--- config.mk ---
export PLATFORM = sky130hd
export DESIGN_NAME = hfc_sequencer
export DESIGN_NICKNAME = d
export VERILOG_FILES = /design/src/rtl/hfc_pkg.sv /design/src/rtl/hfc_sync.sv /design/src/rtl/hfc_interval.sv /design/src/rtl/hfc_sequencer.sv
export SDC_FILE = /design/constraint.sdc
export NUM_CORES = 1
export LEC_CHECK = 0
export BUFFER_PORTS_ARGS = -buffer_cell sky130_fd_sc_hd__buf_2
export CORE_ASPECT_RATIO = 0.75
export CORE_UTILIZATION = 59
export CTS_CLUSTER_SIZE = 30
export DETAILED_ROUTE_END_ITERATION = 7
export PLACE_DENSITY = 0.94
export SYNTH_ARGS = -nofsm -noshare
export SYNTH_HDL_FRONTEND = slang
export SYNTH_SLANG_ARGS = --single-unit
--- constraint.sdc ---
create_clock -name clk -period 4.17 [get_ports clk]
set_input_delay 0.417 -clock clk [delete_from_list [all_inputs] [get_ports clk]]
set_output_delay 0.417 -clock clk [all_outputs]
set_load 0.02 [all_outputs]
--- src/rtl/hfc_pkg.sv ---
package hfc_pkg;

    localparam int NIB_W  = 4;
    localparam int DATA_W = 2 * NIB_W;

    typedef enum logic [2:0] {
        ST_IDLE  = 3'd0,
        ST_RD_UP = 3'd1,
        ST_RD_LO = 3'd2,
        ST_WR_UP = 3'd3,
        ST_WR_LO = 3'd4,
        ST_DONE  = 3'd5
    } seq_st_e;

    typedef struct packed {
        seq_st_e          st;
        logic             up_cmp;
        logic             lo_cmp;
        logic             up_le;
        logic             lo_le;
        logic             oe;
        logic             int_n;
        logic             busy;
        logic             err;
        logic [NIB_W-1:0] up_nib;
        logic [NIB_W-1:0] lo_nib;
    } seq_regs_t;

    // Round a nanosecond interval up to whole clock cycles.
    function automatic int unsigned ns_to_cycles(input int unsigned ns,
                                                 input int unsigned mhz);
        return (ns * mhz + 999) / 1000;
    endfunction

endpackage

--- src/rtl/hfc_sync.sv ---
module hfc_sync #(
    parameter int          W       = 3,
    parameter logic [W-1:0] RST_VAL = '1
) (
    input  logic         clk,
    input  logic         rst_n,
    input  logic [W-1:0] din,
    output logic [W-1:0] dsync,
    output logic [W-1:0] dprev
);

    for (genvar i = 0; i < W; i++) begin : g_bit
        logic meta_q, sync_q, prev_q;

        always_ff @(posedge clk or negedge rst_n) begin
            if (!rst_n) begin
                meta_q <= RST_VAL[i];
                sync_q <= RST_VAL[i];
                prev_q <= RST_VAL[i];
            end else begin
                meta_q <= din[i];
                sync_q <= meta_q;
                prev_q <= sync_q;
            end
        end

        assign dsync[i] = sync_q;
        assign dprev[i] = prev_q;
    end

endmodule

--- src/rtl/hfc_interval.sv ---
module hfc_interval #(
    parameter int unsigned MIN_CYC  = 150,
    parameter int unsigned SPAN_CYC = 200
) (
    input  logic clk,
    input  logic rst_n,
    input  logic clr,
    output logic min_met,
    output logic span_done
);

    localparam int CNT_W = (SPAN_CYC > 2) ? $clog2(SPAN_CYC) : 1;
    localparam logic [CNT_W-1:0] LAST     = CNT_W'(SPAN_CYC - 1);
    localparam logic [CNT_W-1:0] MIN_LAST = CNT_W'(MIN_CYC - 1);

    logic [CNT_W-1:0] cnt_d, cnt_q;

    always_comb begin
        if (clr)
            cnt_d = '0;
        else if (cnt_q != LAST)
            cnt_d = cnt_q + 1'b1;
        else
            cnt_d = cnt_q;
    end

    always_ff @(posedge clk or negedge rst_n) begin
        if (!rst_n) cnt_q <= '0;
        else        cnt_q <= cnt_d;
    end

    assign min_met   = (cnt_q >= MIN_LAST);
    assign span_done = (cnt_q == LAST);

endmodule

--- src/rtl/hfc_sequencer.sv ---
module hfc_sequencer
    import hfc_pkg::*;
#(
    parameter int unsigned CLK_MHZ    = 250,
    parameter int unsigned PHASE_NS   = 800,
    parameter int unsigned MIN_LOW_NS = 600
) (
    input  logic              clk,
    input  logic              rst_n,
    input  logic              cs_n,
    input  logic              wr_n,
    input  logic              rd_n,
    input  logic              mode,
    input  logic [NIB_W-1:0]  up_res,
    input  logic [NIB_W-1:0]  lo_res,
    output logic              up_compare,
    output logic              lo_compare,
    output logic              up_latch,
    output logic              lo_latch,
    output logic              data_oe,
    output logic [DATA_W-1:0] data_out,
    output logic              int_n,
    output logic              busy,
    output logic              wr_short_err
);

    localparam int unsigned SPAN_CYC = ns_to_cycles(PHASE_NS, CLK_MHZ);
    localparam int unsigned MIN_CYC  = ns_to_cycles(MIN_LOW_NS, CLK_MHZ);
    localparam int          N_STRB   = 3;
    localparam int          I_CS     = 2;
    localparam int          I_WR     = 1;
    localparam int          I_RD     = 0;

    // strobe synchronization and edge detection
    logic [N_STRB-1:0] strb_now, strb_prev;

    hfc_sync #(.W(N_STRB), .RST_VAL('1)) u_sync (
        .clk   (clk),
        .rst_n (rst_n),
        .din   ({cs_n, wr_n, rd_n}),
        .dsync (strb_now),
        .dprev (strb_prev)
    );

    logic wr_act, wr_act_p, rd_act, rd_act_p;
    logic wr_fall, wr_rise, rd_fall, rd_rel;

    assign wr_act   = ~strb_now[I_CS]  & ~strb_now[I_WR];
    assign rd_act   = ~strb_now[I_CS]  & ~strb_now[I_RD];
    assign wr_act_p = ~strb_prev[I_CS] & ~strb_prev[I_WR];
    assign rd_act_p = ~strb_prev[I_CS] & ~strb_prev[I_RD];
    assign wr_fall  = wr_act & ~wr_act_p;
    assign wr_rise  = ~wr_act & wr_act_p;
    assign rd_fall  = rd_act & ~rd_act_p;
    assign rd_rel   = ~rd_act & rd_act_p;

    // phase interval timer
    seq_regs_t d, q;
    logic      tmr_clr, min_met, span_done;

    hfc_interval #(.MIN_CYC(MIN_CYC), .SPAN_CYC(SPAN_CYC)) u_interval (
        .clk       (clk),
        .rst_n     (rst_n),
        .clr       (tmr_clr),
        .min_met   (min_met),
        .span_done (span_done)
    );

    always_comb begin
        d       = q;
        d.up_le = 1'b0;
        d.lo_le = 1'b0;

        unique case (q.st)
            ST_IDLE: begin
                if (!mode && rd_fall) begin
                    d.st  = ST_RD_UP;
                    d.err = 1'b0;
                end else if (mode && wr_fall) begin
                    d.st  = ST_WR_UP;
                    d.err = 1'b0;
                end
            end
            ST_RD_UP: begin
                if (!rd_act) begin
                    d.st = ST_IDLE;
                end else if (span_done) begin
                    d.st     = ST_RD_LO;
                    d.up_nib = up_res;
                    d.up_le  = 1'b1;
                end
            end
            ST_RD_LO: begin
                if (!rd_act) begin
                    d.st = ST_IDLE;
                end else if (span_done) begin
                    d.st     = ST_DONE;
                    d.lo_nib = lo_res;
                    d.lo_le  = 1'b1;
                end
            end
            ST_WR_UP: begin
                if (wr_rise) begin
                    d.st     = ST_WR_LO;
                    d.up_nib = up_res;
                    d.up_le  = 1'b1;
                    d.err    = ~min_met;
                end
            end
            ST_WR_LO: begin
                if (span_done || (rd_fall && min_met)) begin
                    d.st     = ST_DONE;
                    d.lo_nib = lo_res;
                    d.lo_le  = 1'b1;
                end
            end
            ST_DONE: begin
                if (rd_rel) begin
                    d.st = ST_IDLE;
                end else if (mode && wr_fall) begin
                    d.st  = ST_WR_UP;
                    d.err = 1'b0;
                end
            end
            default: d.st = ST_IDLE;
        endcase

        d.up_cmp = (d.st == ST_RD_UP) || (d.st == ST_WR_UP);
        d.lo_cmp = (d.st == ST_RD_LO) || (d.st == ST_WR_LO);
        d.busy   = d.up_cmp || d.lo_cmp;
        d.int_n  = (d.st != ST_DONE);
        d.oe     = (d.st == ST_DONE) && rd_act;
        tmr_clr  = (d.st != q.st);
    end

    always_ff @(posedge clk or negedge rst_n) begin
        if (!rst_n) begin
            q <= '{st: ST_IDLE, up_cmp: 1'b0, lo_cmp: 1'b0, up_le: 1'b0,
                   lo_le: 1'b0, oe: 1'b0, int_n: 1'b1, busy: 1'b0,
                   err: 1'b0, up_nib: '0, lo_nib: '0};
        end else begin
            q <= d;
        end
    end

    assign up_compare   = q.up_cmp;
    assign lo_compare   = q.lo_cmp;
    assign up_latch     = q.up_le;
    assign lo_latch     = q.lo_le;
    assign data_oe      = q.oe;
    assign data_out     = q.oe ? {q.up_nib, q.lo_nib} : '0;
    assign int_n        = q.int_n;
    assign busy         = q.busy;
    assign wr_short_err = q.err;

endmodule

==> flow_summary.toml <==
[setup_path]
reg2reg_from = "u_interval.cnt_q[1]"
path_delay_family = "simple AND/OR/NAND/NOR gates"
endpoint = "u_interval.cnt_q[4]"
r2r_end = "u_interval.cnt_q[4]"
regToRegSetupSlack_ns = 1.31
worstSetupEndpointType = "flip-flop"
startpoint = "u_interval.cnt_q[1]"
crit_path_top_delay_cell = "nor4_2"
crit_chain = "ha_1, nand4_1, nor4_2, o32ai_1, o21bai_1, a41oi_4, nor2_1"
crit_required_ns = 4.34
path_depth = 7
path_buf_inv = 0
cp_max_fo = 12
crit_path_max_incr_delay_ns = 0.93
rr_worst_depth = 7
criticalPathCategory = "reg -> reg"
cp.arrival_ns = 3.02
start_kind = "flip-flop"

[timing]
post-route-min-period_ns = 2.86
finalHoldViolCount = 0
tns_ns = 0
worst_slack_ns = 1.31
worst_pin_slew_ns = 1.22
slew_headroom_pct = 18.1
fmax_mhz = 350
final_max_slew_viol_count = 0
finalCritPeriodShare_pct = 68.5
timing.clock.skew_ns = 0.00250
grt_setup_unrepaired = "no"
final-setup-viol-count = 0

[floorplanning]
die_area_mm2 = 0.00315
die_y_um = 48.9
die_x_um = 64.5
initial_core_util_pct = 63.9
row_count = 16
num_io_pins = 30
fp.coreArea_mm2 = 0.00270

[clocking]
clock_path_buffers = 2
insertion_delay_ns = 0.29
cts_root_buffer = "clkbuf_8"
cts_setup_buffers = 0
cts_hold_buf = 0
clkSinkCount = 36
ctsHtreeMaxLevel = 2
numCtsBuffers = 5
cts_tree = "yes"
cts_resized = 0
path_clk_slew_ns = 0.07

[synth]
synth-xor-area-share_pct = 2.53
synth_compound_area_share_pct = 12.8
seq_area_frac_synth_pct = 52.9
netlist.area_leader.share_pct = 37.7
syn_area_mm2 = 0.00173
yosys-mux-area-fraction_pct = 6.95
synth.net_count = 174
ys_types = 45
ys_seq_elements = 36
synthFlopType = "dfrtp_1"
synth_edf_count = 0
synth_top_area_cell = "dfrtp_1"
synthAdderAreaFrac_pct = 2.17
synth.area.top_cells = "dfrtp_1, dfstp_2, mux2_2, nor2_1, and2_1"
syn_avg_cell_area_um2 = 11.0
synth_top_family_by_area = "simple AND/OR/NAND/NOR gates"
yosysWarningCount = 0
syn_inst = 157
synth-simple-area-share_pct = 20.0
synth_async_sr_flop_share_pct = 100

[global_route]
grt_start_max_net_pins = 37
antenna_found_initial = 0
gr-total-overflow = 0
groute.usage.overall_pct = 27.2
grt_pass1_wl_um = 6310
grt_pass1_vias = 1312

[detailed_routing]
drt_iter0_drc = 68
via_per_inst = 5.70
num_vias = 1283
wl_um = 3530
avgRoutedWirePerCell_um = 15.7
antenna_left = 0
drc = 0
drt-pass1-iter-count = 4

[final_layout]
diodes = 0
fin_nets = 205
drive_gt1_share_pct = 33.9
area_delta_synth_final_pct = 15.6

[placement]
post-place-ws_ns = 1.40
io_buffers = 29
place_congestion = 0.892
post-dp-hpwl_um = 2610

[job]
drv_cap = 0

[min_path]
hold_path_class = "in -> async"

[power]
vdd_ir_drop_max_uv = 330
powerDensity_mw_per_mm2 = 457
power.leakage_uw = 0.000949

[run_status]
outcome = "completed"
[how the worst min path moves through the flow]
stage / startpoint / end / slack, ns / cells past startpoint
4_1_cts: rst_n / lo_compare / 0.21 / 1
6_report: rst_n / u_interval.cnt_q[3] / 0.19 / 1
5_1_grt: rd_n / u_sync.g_bit[0].meta_q / 0.20 / 1
3_5_place_dp: u_sync.g_bit[0].meta_q / u_sync.g_bit[0].sync_q / 0.35 / 0
3_3_place_gp: u_sync.g_bit[0].meta_q / u_sync.g_bit[0].sync_q / 0.35 / 0
2_1_floorplan: rst_n / busy / 0.12 / 0
[power by group]
part	leakage [uW]	total, uW	internal (uW)	switching [uW]
clock network	0.0000541	300	177	123
registers	0.000452	437	393	43.5
logic	0.000443	177	75.2	102
[sequential cells by signal, indices dropped and copies added, names as in the netlist, 3 cells and up]
name                 flops
u_sync.g_bit.sync_q      3
u_sync.g_bit.prev_q      3
q                       11
u_sync.g_bit.meta_q      3
u_interval.cnt_q         8
[per-stage QoR]
| step | area [um2] | hold slack, ns | std cells | total power [uW] | util, % |
|---|---|---|---|---|---|
| global placement | 1890 | 0.346 | 217 | 600 | 69.8 |
| CTS | 2000 | 0.209 | 225 | 920 | 73.9 |
| finish | 2000 | 0.193 | 225 | 914 | 73.9 |
| floorplan | 1730 | 0.121 | 157 | 563 | - |
| detailed placement | 1890 | 0.348 | 217 | 617 | 69.8 |
| global route | 2000 | 0.198 | 225 | 964 | 73.9 |
[synthesized netlist by cell type, types with 2 or more instances]
cell type and count:
ha_1 3, o22ai_1 2, dfrtp_1 26, dfstp_2 10, mux2i_1 3, and2_1 8, a21o_1 3, and3_1 3
inv_1 4, a31oi_1 2, nand2b_1 4, nor3_1 2, o21bai_1 2, xor2_1 2, buf_4 3, or2_2 3
xnor2_1 3, a211o_1 2, nand2_1 7, mux2_2 8, nor4_1 2, nor2_1 21, nand3_1 6, a21oi_1 7
[final cells by class]
class	count	area, um2
sequential	36	913
multi-input combinational	112	768
fill	211	704
timing repair buffer	29	145
clock buffer	5	68.8
tap	36	45.0
clock inverter	3	42.5
inverter	4	15.0
[metal layers]
layer	wire length, um	track usage, %	up-vias
met3	208	9.58	4
met2	1660	40.9	37
met1	1630	37.8	628
li1	-	-	614
met4	26	6.67	0
met5	0	0	-
[cell families (layout without fill, tap and decap cells)]
group,count (synthesis),count (layout)
xor gates and xnor gates,5,5
AOI/OAI and AO/OA,29,29
DFF,36,36
and+or+nand+nor,64,64
muxes,11,11
buffers and inverters,9,41
adders and majority gates,3,3
[cells in the final DEF (no fill, tap or decap), drive strengths merged, types with 4 or more instances in the layout]
cell type	n
and2	8
nand2b	4
nand2	7
nand3	6
a21oi	7
nor2	21
mux2	8
clkbuf	5
buf	29
dfstp	10
and3	4
inv	4
dfrtp	26
Power figures use the tool's default switching activity.
